$ cat src/rtl/strap_pkg.sv
package strap_pkg;
  localparam int BOOT_LSB  = 0;
  localparam int BOOT_W    = 3;
  localparam int ACK_BIT   = BOOT_LSB + BOOT_W;
  localparam int ARB_BIT   = ACK_BIT + 1;
  localparam int TMR_BIT   = ARB_BIT + 1;
  localparam int SYS_W     = TMR_BIT + 1;
  localparam int DIV_LSB   = 0;
  localparam int DIV_W     = 2;
  localparam int TRACE_BIT = DIV_LSB + DIV_W;
  localparam int TEST_BIT  = TRACE_BIT + 1;
  localparam int POR_W     = TEST_BIT + 1;
  localparam int STRAP_W   = SYS_W + POR_W;

  typedef struct packed {
    logic capPor;
    logic capSys;
    logic clrPor;
    logic clrSys;
  } strapStrobe_t;
endpackage

$ cat src/rtl/strap_ctrl.sv
module strap_ctrl
  import strap_pkg::*;
(
  input  logic         clk,
  input  logic         porRstN,
  input  logic         sysRstN,
  output strapStrobe_t strb
);
  logic porSeen;
  logic sysSeen;
  logic sysLive;

  assign sysLive = porRstN & sysRstN;

  always_ff @(posedge clk) begin
    porSeen <= porRstN;
    sysSeen <= sysLive;
  end

  always_comb begin
    strb.capPor = porRstN & ~porSeen;
    strb.capSys = sysLive & ~sysSeen;
    strb.clrPor = ~porRstN;
    strb.clrSys = ~sysLive;
  end

  // a power-on release with system reset idle also re-arms the system domain
  assert_por_pulls_sys_R10: assert property (@(posedge clk) disable iff (!porRstN)
    (strb.capPor && sysRstN) |-> strb.capSys);

  // the system capture strobe is a single-cycle pulse
  assert_sys_pulse_R10: assert property (@(posedge clk) disable iff (!porRstN)
    strb.capSys |=> !strb.capSys);
endmodule

$ cat src/rtl/strap_datapath.sv
module strap_datapath
  import strap_pkg::*;
#(
  parameter int SYNC_STAGES = 2
) (
  input  logic               clk,
  input  strapStrobe_t       strb,
  input  logic [STRAP_W-1:0] strapIn,
  output logic [SYS_W-1:0]   sysQ,
  output logic [POR_W-1:0]   porQ
);
  localparam logic [SYS_W-1:0] SYS_DEFAULT = '1;
  localparam logic [POR_W-1:0] POR_DEFAULT = '1;

  logic [STRAP_W-1:0] syncQ [SYNC_STAGES];

  always_ff @(posedge clk) syncQ[0] <= strapIn;

  for (genvar s = 1; s < SYNC_STAGES; s++) begin : g_sync
    always_ff @(posedge clk) syncQ[s] <= syncQ[s-1];
  end

  logic [STRAP_W-1:0] syncOut;
  assign syncOut = syncQ[SYNC_STAGES-1];

  always_ff @(posedge clk) begin
    if (strb.clrSys)      sysQ <= SYS_DEFAULT;
    else if (strb.capSys) sysQ <= syncOut[SYS_W-1:0];
  end

  always_ff @(posedge clk) begin
    if (strb.clrPor)      porQ <= POR_DEFAULT;
    else if (strb.capPor) porQ <= syncOut[STRAP_W-1:SYS_W];
  end

  // power-on fields hold whenever no power-on capture occurs
  assert_por_hold_R9: assert property (@(posedge clk) disable iff (strb.clrPor)
    !strb.capPor |=> $stable(porQ));

  // system fields hold between captures
  assert_sys_hold_R12: assert property (@(posedge clk) disable iff (strb.clrSys)
    !strb.capSys |=> $stable(sysQ));
endmodule

$ cat src/rtl/strap_capture.sv
module strap_capture
  import strap_pkg::*;
#(
  parameter int SYNC_STAGES = 2
) (
  input  logic       clk,
  input  logic       porRstN,
  input  logic       sysRstN,
  input  logic [2:0] strapBoot,
  input  logic       strapAck,
  input  logic [1:0] strapDiv,
  input  logic       strapArb,
  input  logic       strapTimer,
  input  logic       strapTrace,
  input  logic       strapTest,
  output logic       bootPci,
  output logic [1:0] bootRatio,
  output logic       bootCodeErr,
  output logic       ackInputEn,
  output logic [2:0] sysClkDiv,
  output logic       arbInternal,
  output logic       timerIntDis,
  output logic       traceOnPins,
  output logic       cfgTestBit
);
  strapStrobe_t       strb;
  logic [STRAP_W-1:0] strapIn;
  logic [SYS_W-1:0]   sysQ;
  logic [POR_W-1:0]   porQ;

  assign strapIn = {strapTest, strapTrace, strapDiv,
                    strapTimer, strapArb, strapAck, strapBoot};

  strap_ctrl i_ctrl (
    .clk     (clk),
    .porRstN (porRstN),
    .sysRstN (sysRstN),
    .strb    (strb)
  );

  strap_datapath #(.SYNC_STAGES(SYNC_STAGES)) i_dp (
    .clk     (clk),
    .strb    (strb),
    .strapIn (strapIn),
    .sysQ    (sysQ),
    .porQ    (porQ)
  );

  logic [BOOT_W-1:0] bootCode;
  assign bootCode = sysQ[BOOT_LSB +: BOOT_W];

  always_comb begin
    bootPci     = 1'b0;
    bootRatio   = 2'd1;
    bootCodeErr = 1'b0;
    unique case (bootCode)
      3'b111:  bootRatio = 2'd1;
      3'b110:  bootRatio = 2'd2;
      3'b101:  bootRatio = 2'd3;
      3'b011:  bootPci   = 1'b1;
      default: bootCodeErr = 1'b1;
    endcase
  end

  assign ackInputEn  = ~sysQ[ACK_BIT];
  assign arbInternal = sysQ[ARB_BIT];
  assign timerIntDis = sysQ[TMR_BIT];
  assign sysClkDiv   = 3'd4 - {1'b0, porQ[DIV_LSB +: DIV_W]};
  assign traceOnPins = ~porQ[TRACE_BIT];
  assign cfgTestBit  = porQ[TEST_BIT];

  // a reserved code always falls back to channel 0 at ratio 1/1
  assert_err_fallback_R3: assert property (@(posedge clk) disable iff (!porRstN)
    bootCodeErr |-> (!bootPci && bootRatio == 2'd1));

  // divisor stays within 1..4
  assert_div_range_R5: assert property (@(posedge clk) disable iff (!porRstN)
    (sysClkDiv >= 3'd1 && sysClkDiv <= 3'd4));
endmodule

$ cat config.mk
export PLATFORM = sky130hd
export DESIGN_NAME = strap_capture
export DESIGN_NICKNAME = d
export VERILOG_FILES = /design/src/rtl/strap_pkg.sv /design/src/rtl/strap_ctrl.sv /design/src/rtl/strap_datapath.sv /design/src/rtl/strap_capture.sv
export SDC_FILE = /design/constraint.sdc
export NUM_CORES = 1
export LEC_CHECK = 0
export BUFFER_PORTS_ARGS = -buffer_cell sky130_fd_sc_hd__buf_4
export CORE_MARGIN = 3
export CORE_UTILIZATION = 52
export CTS_CLUSTER_SIZE = 25
export DETAILED_ROUTE_END_ITERATION = 8
export PLACE_DENSITY = 0.88
export SETUP_SLACK_MARGIN = 0.1
export SYNTH_ARGS = -nofsm -noshare
export SYNTH_HDL_FRONTEND = slang
export SYNTH_HIERARCHICAL = 1
export SYNTH_SLANG_ARGS = --single-unit
export TNS_END_PERCENT = 10
$ cat constraint.sdc
create_clock -name clk -period 3.2 [get_ports clk]
set_input_delay 0.32 -clock clk [delete_from_list [all_inputs] [get_ports clk]]
set_output_delay 0.32 -clock clk [all_outputs]
set_load 0.05 [all_outputs]
# Yosys cells after proc, flatten, opt, wreduce, memory -nomap -nowiden
# Memories as Yosys holds them, arrays and structs flattened.
# Index checks and enable logic that the tools add are counted.
totals:
  regBits: 12
  mem_bits_rw: 20
  input_bits: 13
  wordCells: 21
  mem_count: 1
memory_table:
  columns: ["name", "words", "word_bits", "rd", "rd_ports_with_merged_regs", "wr", "line", "rtl"]
  rows:
  - ["i_dp.syncQ", 2, 10, 2, 0, 2, "strap_datapath.sv:15", "logic [STRAP_W-1:0] syncQ [SYNC_STAGES];"]
classes:
  addsub: 1
  n_eq_ne: 4
  muxes: 3
  bitwise_logic: 7
  reduce_logical: 1
op_table:
  columns: ["cell", "n"]
  rows:
  - ["$eq A3 B3 Y1 const B", 3]
  - ["$not A1 Y1", 4]
  - ["$pmux W2 S2", 1]
  - ["$reduce_or A4 Y1", 1]
  - ["$and A1 B1 Y1", 3]
  - ["$eq A3 B2 Y1 const B", 1]
  - ["$sub A3 B2 Y3 const A", 1]
  - ["$mux W1", 2]

# Longest topological paths before layout
depth:
  word_depth: 3
  depth_mapped: 4
  mapped_depth_nobuf: 3

# By module
# The synthesis kept the hierarchy.
modules_own_cells:
  columns: ["module", "n_inst", "cells_per_inst", "area_per_inst_um2", "seq_area_each_um2"]
  rows:
  - ["strap_datapath", 1, 51, 773.2, 600.6]
  - ["strap_capture", 1, 12, 68.8, 0.0]
  - ["strap_ctrl", 1, 7, 68.8, 40.0]

# Least setup slack after synthesis
# Ideal clock, no wire load.
synth_path:
  path_type: "register to output"
  startpoint: "register i_dp.porQ[0]"
  endpoint: "output port sysClkDiv[1]"
  arrival_ns: 1.270
  t_required_ns: 2.880
  slack_ns: 1.610
  stages_incl_launch_ff: 3
  path_buffers: 0
  cell_sequence: "dfxtp_1 inv_1 ha_1"
synth_between:
  elab_chain_len: 1
synth_lines:
  columns: ["item", "line", "rtl"]
  rows:
  - ["start: declaration", "strap_datapath.sv:10", "output logic [POR_W-1:0] porQ"]
  - ["start signal: assignment", "strap_datapath.sv:33", "else if (strb.capPor) porQ <= syncOut[STRAP_W-1:SYS_W];"]
  - ["$sub A3 B2 Y3", "strap_capture.sv:68", "assign sysClkDiv = 3'd4 - {1'b0, porQ[DIV_LSB +: DIV_W]};"]
  - ["end: declaration", "strap_capture.sv:20", "output logic [2:0] sysClkDiv,"]
# Every way passes these cells.

# Worst setup path after layout
# Ends and elaborated chain as after synthesis.

==> results.yml <==
status:
  run_status: "finished clean"
synthesis:
  synth_area_um2: 911
  synthCells: 70
  synth_cell_type_count: 15
  synth_top_area_share: 0.703
  avgSynthCellArea_um2: 13.0
  synth-seq-cells: 32
  ys_seq_area_frac: 0.703
  yosys.area.top_type: "dfxtp_1"
  synthTopCellsByArea: "dfxtp_1, a211o_1, nor2b_1"
  syn-num-nets: 84
  yosysWarnings: 6
clock_tree:
  cts_hold_buf: 0
  insertion_delay_ps: 310
  clkTransAtPathRegs_ps: 90
  htreeDepth: 2
  clock-sinks: 32
  postCtsResizedCells: 0
  cts-root-buf: "clkbuf_4"
  cts_setup_buffers: 0
  cts_tree: "yes"
  cts_buffers: 5
  clk_path_buf_depth: 2
sta:
  rsz0062_at_grt: "false"
  fmax_mhz: 662
  finalCriticalPeriod_ps: 1510
  max_slew_margin: 0.615
  tightest_slew_ps: 576
  setup_tns_ps: 0
  min_period_over_period: 0.472
  drv_slew: 0
  finClkSkew_ps: 5.73
  report.final.setup_viol: 0
  finalHoldViolations: 0
worst_setup_path:
  required_ps: 2880
  start_kind: "flip-flop"
  r2r-end: "i_dp/sysQ[0]$_SDFFE_PP1P_"
  crit_type: "reg2out"
  reg2reg_depth: 3
  path_cells: "inv_1 -> ha_1 -> buf_4"
  crit_arrival_ps: 1190
  slowest_delay_ps: 360
  end_kind: "primary output"
  worstReg2RegStart: "i_ctrl/sysSeen$_DFF_P_"
  cp_max_fo: 3
  crit_path_top_delay_cell: "dfxtp_1"
  r2r_slack_ps: 1790
cells_and_area:
  nNetsFinal: 114
  antenna_cells: 0
  fill_cells: 115
  area.growth.synth_to_final_pct: 27.2
  layout-drive-gt1-share: 0.337
grt:
  gr-usage-all-layers: 0.137
  grt_pass1_wl_um: 2030
  grt_max_degree: 13
  grt_overflow: 0
  antenna_found_initial: 0
  grt_pass1_vias: 525
placed_design:
  gp_congestion: 0.608
  port_buffers: 24
floorplan:
  initial_utilization: 0.578
  ioPinCount: 25
  core_area_mm2: 0.00158
  die_area_mm2: 0.00229
  die_h_um: 47.9
  row_count: 14
  die_w_um: 47.9
worst_hold_path:
  hold_class: "in2reg"
  hold-path-endpoint: "i_dp/syncQ[0][7]$_DFF_P_"
  hold_path_depth: 1
  hp-start: "strapDiv[1]"
routing:
  wire_per_inst_um: 12.0
  dr.pass1.iters: 4
  drc: 0
  drt-total-wl_um: 1410
  viasPerCell: 4.86
  ant_nets: 0
  drtIter0Drc: 7
  vias: 569
pwr:
  power_density_mw_per_mm2: 623
  p_leak_uw: 0.000552
  p_total_uw: 722
  peakVddDrop_uv: 345
flow_run:
  max-cap-violations: 0
-- cells in the final DEF, fill, tap and decap left out --
cell type / synthesis / routed
a211o_1: 10 / 10
and2_1: 3 / 3
and2b_1: 1 / 1
and3b_1: 1 / 1
buf_4: 0 / 24
clkbuf_1: 0 / 2
clkbuf_4: 0 / 5
clkbuf_8: 0 / 1
dfxtp_1: 32 / 32
ha_1: 1 / 1
inv_1: 5 / 5
nand2_1: 2 / 2
nand3b_1: 1 / 1
nor2_1: 1 / 1
nor2b_1: 6 / 6
nor2b_2: 4 / 4
o21ai_0: 1 / 1
xor2_1: 1 / 1
-- synth_stat cells --
master and instances:
ha_1 1, and3b_1 1, nor2b_1 6, dfxtp_1 32
xor2_1 1, a211o_1 10, nor2b_2 4, o21ai_0 1
and2_1 3, nor2_1 1, nand2_1 2, nand3b_1 1
inv_1 5, buf_6 1, and2b_1 1
-- power by group --
part           internal (uW)  total, uW  switching, uW
registers                418        425           7.08
clock network            108        224            115
logic                   29.8       73.1           43.4
total                    556        722            166
-- worst max-delay path by stage --
stage | start | end | slack (ps)
2_1_floorplan | i_dp/porQ[0]$_SDFFE_PP1P_ | sysClkDiv[1] | 1610
3_3_place_gp | porRstN | i_dp/sysQ[0]$_SDFFE_PP1P_ | 1790
3_5_place_dp | porRstN | i_dp/sysQ[0]$_SDFFE_PP1P_ | 1700
4_1_cts | i_dp/porQ[0]$_SDFFE_PP1P_ | sysClkDiv[1] | 1670
5_1_grt | i_dp/porQ[0]$_SDFFE_PP1P_ | sysClkDiv[1] | 1630
6_report | i_dp/porQ[0]$_SDFFE_PP1P_ | sysClkDiv[1] | 1690
-- layout make-up --
cell class                 instances  area (um^2)  share of cell area
tap                               16         20.0              0.0173
multi-input combinational         32          240               0.207
sequential                        32          641               0.553
timing repair buffer              24          180               0.156
clock buffer                       8         58.8              0.0508
inverter                           5         18.8              0.0162
-- logic make-up (layout without fill, tap and decap cells) --
family                   after synthesis  after routing  synth area share
AO/OA/AOI/OAI                         11             11             0.102
buffers and inverters                  6             37            0.0330
adder cells (fa/ha/maj)                1              1            0.0137
AND/OR/NAND/NOR                       19             19             0.139
flip-flops                            32             32             0.703
XOR/XNOR                               1              1           0.00962
-- flip-flops by register name, summed over array words and instances, names as in the netlist --
| signal | cells |
|---|---|
| i_dp/syncQ | 20 |
| i_dp/sysQ | 6 |
| i_dp/porQ | 4 |
| i_ctrl/porSeen | 1 |
| i_ctrl/sysSeen | 1 |
-- metal layers --
metal  share of wire  track usage
met5               0            0
met4           0.044        0.108
met3           0.077       0.0564
met2            0.49        0.219
met1            0.39        0.140
-- critical path, delay by kind of cell, from the launching register on --
kind / cells / cell delay, ps
flops: 1 / 360
buf+inv: 2 / 240
fa+ha+maj: 1 / 280
-- metrics by stage --
stage          area [um^2]  utilization  hold WS [ps]  setup WS (ps)  std cells
3_3_place_gp          1100        0.698           310           1790        109
3_5_place_dp          1100        0.698           313           1700        109
2_1_floorplan          911            -           310           1610         70
4_1_cts               1160        0.735          94.5           1670        117
5_1_grt               1160        0.735          85.9           1630        117
6_report              1160        0.735           109           1690        117
Power figures use the tool's default switching activity.
